--- config.mk ---
export PLATFORM = sky130hd
export DESIGN_NAME = lbus_hp_bridge
export DESIGN_NICKNAME = d
export VERILOG_FILES = /design/src/rtl/bridge_pkg.sv /design/src/rtl/bridge_decode.sv /design/src/rtl/bridge_datapath.sv /design/src/rtl/bridge_ready.sv /design/src/rtl/lbus_hp_bridge.sv
export SDC_FILE = /design/constraint.sdc
export NUM_CORES = 1
export LEC_CHECK = 0
export BUFFER_PORTS_ARGS = -buffer_cell sky130_fd_sc_hd__buf_2
export CAP_MARGIN = 25
export CORE_AREA = 2 2 39 41
export DETAILED_ROUTE_END_ITERATION = 16
export DIE_AREA = 0 0 41 43
export PLACE_DENSITY_LB_ADDON = 0.1
export SLEW_MARGIN = 0
export SYNTH_ARGS = -nofsm -noshare
export SYNTH_HDL_FRONTEND = slang
export SYNTH_SLANG_ARGS = --single-unit
--- constraint.sdc ---
create_clock -name clk -period 1.46 [get_ports clk]
set_input_delay 0.073 -clock clk [delete_from_list [all_inputs] [get_ports clk]]
set_output_delay 0.073 -clock clk [all_outputs]
set_load 0.05 [all_outputs]
--- src/rtl/bridge_pkg.sv ---
`timescale 1ns/1ps
package bridge_pkg;

  typedef enum logic [1:0] {
    RS_CTRL     = 2'b00,
    RS_DATA_INC = 2'b01,
    RS_ADDR     = 2'b10,
    RS_DATA_FIX = 2'b11
  } rsel_e;

  typedef struct packed {
    logic  any_sel;
    logic  hit;
    rsel_e rsel;
  } win_t;

  // Window decode: chip select 0 is the register window and wins over
  // chip select 1; the register window does not carry the streaming code.
  function automatic win_t win_decode(input logic [1:0] cs_n,
                                      input logic [1:0] addr_hi);
    win_t w;
    w.any_sel = ~(cs_n[0] & cs_n[1]);
    if (!cs_n[0]) begin
      w.rsel = rsel_e'(addr_hi);
      w.hit  = (rsel_e'(addr_hi) != RS_DATA_INC);
    end else begin
      w.rsel = RS_DATA_INC;
      w.hit  = ~cs_n[1];
    end
    return w;
  endfunction

  // Ready go condition: missed windows never wait on the host port.
  function automatic logic ready_go(input logic hit, input logic hp_rdy);
    return hit ? hp_rdy : 1'b1;
  endfunction

endpackage

--- src/rtl/bridge_decode.sv ---
`timescale 1ns/1ps
module bridge_decode
  import bridge_pkg::*;
(
  input  logic [1:0] lb_cs_n,
  input  logic [1:0] lb_addr_hi,
  input  logic       lb_be0,
  input  logic       lb_wnr,
  input  logic       lb_rd_n,
  input  logic       lb_wr_n,
  output logic       any_sel,
  output logic       hit,
  output logic       acc,
  output logic       hp_cs_n,
  output logic [1:0] hp_rsel,
  output logic       hp_byte_sel,
  output logic       hp_rnw,
  output logic       hp_ds1_n,
  output logic       hp_ds2_n
);
  win_t win;

  always_comb begin
    win         = win_decode(lb_cs_n, lb_addr_hi);
    any_sel     = win.any_sel;
    hit         = win.hit;
    acc         = win.any_sel & ~(lb_rd_n & lb_wr_n);
    hp_cs_n     = ~win.hit;
    hp_rsel     = win.rsel;
    hp_byte_sel = lb_be0;
    hp_rnw      = ~lb_wnr;
    hp_ds1_n    = lb_rd_n;
    hp_ds2_n    = lb_wr_n;
  end
endmodule

--- src/rtl/bridge_datapath.sv ---
`timescale 1ns/1ps
module bridge_datapath #(
  parameter int                DATA_W    = 8,
  parameter logic [DATA_W-1:0] IDLE_BYTE = '1
) (
  input  logic              any_sel,
  input  logic              hit,
  input  logic              lb_wnr,
  input  logic              lb_rd_n,
  input  logic              lb_wr_n,
  input  logic [DATA_W-1:0] lb_dq_in,
  input  logic [DATA_W-1:0] hp_dq_in,
  output logic [DATA_W-1:0] lb_dq_out,
  output logic              lb_dq_oe,
  output logic [DATA_W-1:0] hp_dq_out,
  output logic              hp_dq_oe
);
  always_comb begin
    lb_dq_oe  = any_sel & ~lb_rd_n;
    lb_dq_out = hit ? hp_dq_in : IDLE_BYTE;
    hp_dq_oe  = hit & ~lb_wr_n & lb_wnr;
    hp_dq_out = lb_dq_in;
  end
endmodule

--- src/rtl/bridge_ready.sv ---
`timescale 1ns/1ps
module bridge_ready
  import bridge_pkg::*;
(
  input  logic clk,
  input  logic rst_n,
  input  logic acc,
  input  logic hit,
  input  logic hp_rdy,
  output logic ready,
  output logic done
);
  logic go;

  assign go = ready_go(hit, hp_rdy);

  always_ff @(posedge clk or negedge rst_n) begin
    if (!rst_n) begin
      ready <= 1'b0;
      done  <= 1'b0;
    end else begin
      ready <= acc & ~done & ~ready & go;
      done  <= acc & (done | ready);
    end
  end
endmodule

--- src/rtl/lbus_hp_bridge.sv ---
`timescale 1ns/1ps
module lbus_hp_bridge #(
  parameter int                DATA_W    = 8,
  parameter logic [DATA_W-1:0] IDLE_BYTE = '1
) (
  input  logic              clk,
  input  logic              rst_n,
  input  logic [1:0]        lb_cs_n,
  input  logic [1:0]        lb_addr_hi,
  input  logic              lb_be0,
  input  logic              lb_wnr,
  input  logic              lb_rd_n,
  input  logic              lb_wr_n,
  input  logic [DATA_W-1:0] lb_dq_in,
  output logic [DATA_W-1:0] lb_dq_out,
  output logic              lb_dq_oe,
  output logic              lb_ready,
  output logic              lb_int,
  output logic              hp_cs_n,
  output logic [1:0]        hp_rsel,
  output logic              hp_byte_sel,
  output logic              hp_rnw,
  output logic              hp_ds1_n,
  output logic              hp_ds2_n,
  input  logic [DATA_W-1:0] hp_dq_in,
  output logic [DATA_W-1:0] hp_dq_out,
  output logic              hp_dq_oe,
  input  logic              hp_rdy,
  input  logic              hp_int_n
);
  logic any_sel_w;
  logic hit_w;
  logic acc_w;
  logic done_w;

  bridge_decode u_dec (
    .lb_cs_n     (lb_cs_n),
    .lb_addr_hi  (lb_addr_hi),
    .lb_be0      (lb_be0),
    .lb_wnr      (lb_wnr),
    .lb_rd_n     (lb_rd_n),
    .lb_wr_n     (lb_wr_n),
    .any_sel     (any_sel_w),
    .hit         (hit_w),
    .acc         (acc_w),
    .hp_cs_n     (hp_cs_n),
    .hp_rsel     (hp_rsel),
    .hp_byte_sel (hp_byte_sel),
    .hp_rnw      (hp_rnw),
    .hp_ds1_n    (hp_ds1_n),
    .hp_ds2_n    (hp_ds2_n)
  );

  bridge_datapath #(.DATA_W(DATA_W), .IDLE_BYTE(IDLE_BYTE)) u_dp (
    .any_sel   (any_sel_w),
    .hit       (hit_w),
    .lb_wnr    (lb_wnr),
    .lb_rd_n   (lb_rd_n),
    .lb_wr_n   (lb_wr_n),
    .lb_dq_in  (lb_dq_in),
    .hp_dq_in  (hp_dq_in),
    .lb_dq_out (lb_dq_out),
    .lb_dq_oe  (lb_dq_oe),
    .hp_dq_out (hp_dq_out),
    .hp_dq_oe  (hp_dq_oe)
  );

  bridge_ready u_rdy (
    .clk    (clk),
    .rst_n  (rst_n),
    .acc    (acc_w),
    .hit    (hit_w),
    .hp_rdy (hp_rdy),
    .ready  (lb_ready),
    .done   (done_w)
  );

  assign lb_int = ~hp_int_n;
endmodule

==> results.md <==
* Status: complete, no violations
* Ordered list of cells on the worst path: buf_2 -> or3b_4 -> and4b_1 -> buf_2
* Post-Synthesis Cell Area at 307 µm²
* Final design utilization at 32.2%
* Peak clock frequency supported by timing at 0.871 GHz
* Worst clock skew at about 0.96 ps
* Post-synthesis instance total at 36
* Cell type group with the largest total delay on the critical path: simple AND/OR/NAND/NOR gates
* Arrival time at the worst endpoint at 1080 ps
* Sequential group share of total power at 17.3%
* Post-route DRC violation count at 0
* CTS tree: done
* Synth cell count leaders: sky130_fd_sc_hd__buf_4, sky130_fd_sc_hd__nand3b_1, sky130_fd_sc_hd__inv_1
* Wire length of the first global-routing pass at 883 µm
* Cell internal power dissipation at 0.217 mW
* Die span in x at 41 µm
* Root buf cell: sky130_fd_sc_hd__clkbuf_4
* WS Path Type: in -> out
* Minimum clock period after layout at 1150 ps
* Area inside the core boundary at 1380 µm²
* Placer's final routability congestion estimate at about 0.57
* H-tree level count at 1
* Area of all placed cells without fillers at 445 µm²
* CTS buffer count at 3
* Switching component of the power at 0.192 mW
* Total of buffers placed on input and output ports at 36
* Die Y-Extent at 43 µm
* Top-level port count at 55
* Max VDD drop at roughly 0.00043 V
* Power per cell area at 918 nW/µm²
* Critical path startpoint: lb_cs_n[0]
* Average size of a mapped cell at 8.52 µm²
* Worst slew slack as a fraction of its limit at between 70% and 80%
* Final-stage net count at 94
* Clock slew seen by the registers of the worst setup and hold paths at 30 ps
* Routed via count divided by cell count at 4.31
* Async set or reset register ratio after synthesis at 100%
* Count of antenna-violating nets left after detailed routing at 0
* Post-CTS Setup Bufs at 0
* Synth cell types at 14
* DR pass1 iterations at 4
* CTS sink cnt at 2
* Combinational power share at 54.2%
* Category of the worst setup path launch point: primary input
* Worst hold start: hp_rdy
* Most instantiated flip-flop cell in the synthesis netlist: sky130_fd_sc_hd__dfrtp_1
* Classification of the worst-slack hold path: in -> reg
* Number of storage elements in the synthesis netlist at 2
* Master of the slowest instance on the critical path: sky130_fd_sc_hd__or3b_4
* Placed cell areas at 413 µm²
* Count of vias placed by the detailed router at 345
* Final hold violation count at 0
* Number of standard-cell rows in the floorplan at 14
* Worst Path Buf+Inv at 2
* Area growth from synthesis to layout at 45.3%
* Number of max-slew violations in the final report at 0
* Half-perimeter wire length after placement at 629 µm
* Antenna violations before repair at 0
* Critical Path Fanout Max at 11
* Switching share of power at 46.9%
* Required @ worst endpoint at 1390 ps
* Share of the clock period used by the worst path at 78.6%
* GR Util All Layers at 7.03%
* Yosys synthesis warning count at 0
* Vias in the first global route at 261
* Library cell with the largest summed area after synthesis: sky130_fd_sc_hd__buf_4
* Number of enable-type register cells in the synthesized netlist at 0
* Area enclosed by the die boundary at around 1800 µm²
* Maximum number of pins on one net before global-route repair at 12
* Leading post-synthesis cells by cell area: sky130_fd_sc_hd__buf_4, sky130_fd_sc_hd__nand3b_1, sky130_fd_sc_hd__dfrtp_1, sky130_fd_sc_hd__a2111oi_4, sky130_fd_sc_hd__buf_6
* Share of the yosys chip area belonging to registers at 16.3%
* Initial Util at 22.2%
* Worst r2r src: u_rdy.done
* Sum of overflow across all layers after global routing at 0
* Antenna diode count at 0
* Total routed wirelength at 754 µm
* Max cap viols at 0
* Net count after synthesis at between 60 and 70
* Setup TNS Final at 0 ps
* Number of design-rule violations left by the first detailed-router iteration at 3
* Share of power burned in the clock network at 28.5%
* Worst-Margin Slew at 302 ps
* Leakage dissipation at 0.253 nW
* Most frequent CP cell: sky130_fd_sc_hd__buf_2
* Area share of the largest cell type after synthesis at a little over a quarter
* Source-to-sink clock delay at the later pin of the worst-skew pair at 220 ps
* Clock buffer depth at 2
* Worst Setup End Kind: primary output
* Most frequent cell after synthesis: sky130_fd_sc_hd__buf_4
* Unrepaired setup endpoints after global routing: no
* Average wire per standard cell at 9.43 µm
* Delay of the slowest cell on the worst path at roughly 450 ps
* Final setup vio count at 0
* Fraction of final layout cells with drive strength greater than 1 at 65.6%
power groups by stage:
stage	Sequential (mW)	Clock, mW	Combinational, mW
final	0.0707	0.117	0.222
after global routing	0.0722	0.122	0.236
after CTS	0.0710	0.121	0.223
after detailed placement	0.0715	0	0.221
after global placement	0.0715	0	0.224
after floorplan	0.0820	0	0.222
kinds of logic (layout without fill, tap and decap cells):
logic type      count (synthesis)  after routing  share of synthesized area, %
flops                           2              2                          16.3
compound gates                  3              3                          13.9
simple gates                   16             16                          35.5
buf+inv                        15             43                          34.3
state kept, by name, summed over array words and instances (netlist names):
| name | cells |
|---|---|
| u_rdy.done | 1 |
| u_rdy.ready | 1 |
area by class of cell:
| type | count | area [µm²] |
|---|---|---|
| Sequential cell | 2 | 50.0 |
| Multi-Input combinational cell | 19 | 151 |
| Clock buffer | 3 | 22.5 |
| Fill cell | 152 | 938 |
| Tap cell | 16 | 20.0 |
| Inverter | 3 | 11.3 |
| Timing Repair Buffer | 37 | 190 |
path summary, 6_finish.rpt:
check / end / slack, ps / cells past startpoint
setup reg to reg: u_rdy.ready / 710 / 1
max in group asynchronous: u_rdy.ready / 1190 / 2
min in group asynchronous: u_rdy.done / 170 / 2
setup / recovery: hp_dq_oe / 310 / 4
hold / removal: u_rdy.ready / 140 / 3
hold reg to reg: u_rdy.ready / 480 / 1
timing repair:
action | CTS | global route
resized for setup | 0 | 0
endpoints found under the hold margin | 2 | 0
hold buffers | 1 | 0
layout by cell type (no fill, tap or decap):
cell type                       Yosys  layout
sky130_fd_sc_hd__nor2b_1            1       1
sky130_fd_sc_hd__nor2_1             2       2
sky130_fd_sc_hd__nand3b_1           8       8
sky130_fd_sc_hd__buf_2              0      36
sky130_fd_sc_hd__dlygate4sd3_1      0       1
sky130_fd_sc_hd__nand2_1            2       2
sky130_fd_sc_hd__dfrtp_1            2       2
sky130_fd_sc_hd__inv_1              3       3
sky130_fd_sc_hd__a21oi_1            1       1
sky130_fd_sc_hd__and4b_1            1       1
sky130_fd_sc_hd__or3b_4             1       1
sky130_fd_sc_hd__a2111oi_4          1       1
sky130_fd_sc_hd__a22o_2             1       1
sky130_fd_sc_hd__clkbuf_4           0       3
sky130_fd_sc_hd__or2_1              1       1
stage by stage:
step                cells  total power, mW  hold slack, ps  worst slack, ps
floorplan              36            0.304            -223              383
global placement       76            0.296            -140              320
detailed placement     76            0.293            -142              305
CTS                    80            0.416             145              306
global route           80            0.430             146              273
finish                 80            0.409             144              312
metal layers:
metal  routed length (µm)  GRT usage, %  share of wire (%)
met5                    0             0                  0
met4                    0          4.00                  0
met3                  162          2.62                 21
met2                  319          12.2                 42
met1                  273          6.43                 36
No activity file was read; power rests on OpenSTA's default activity.
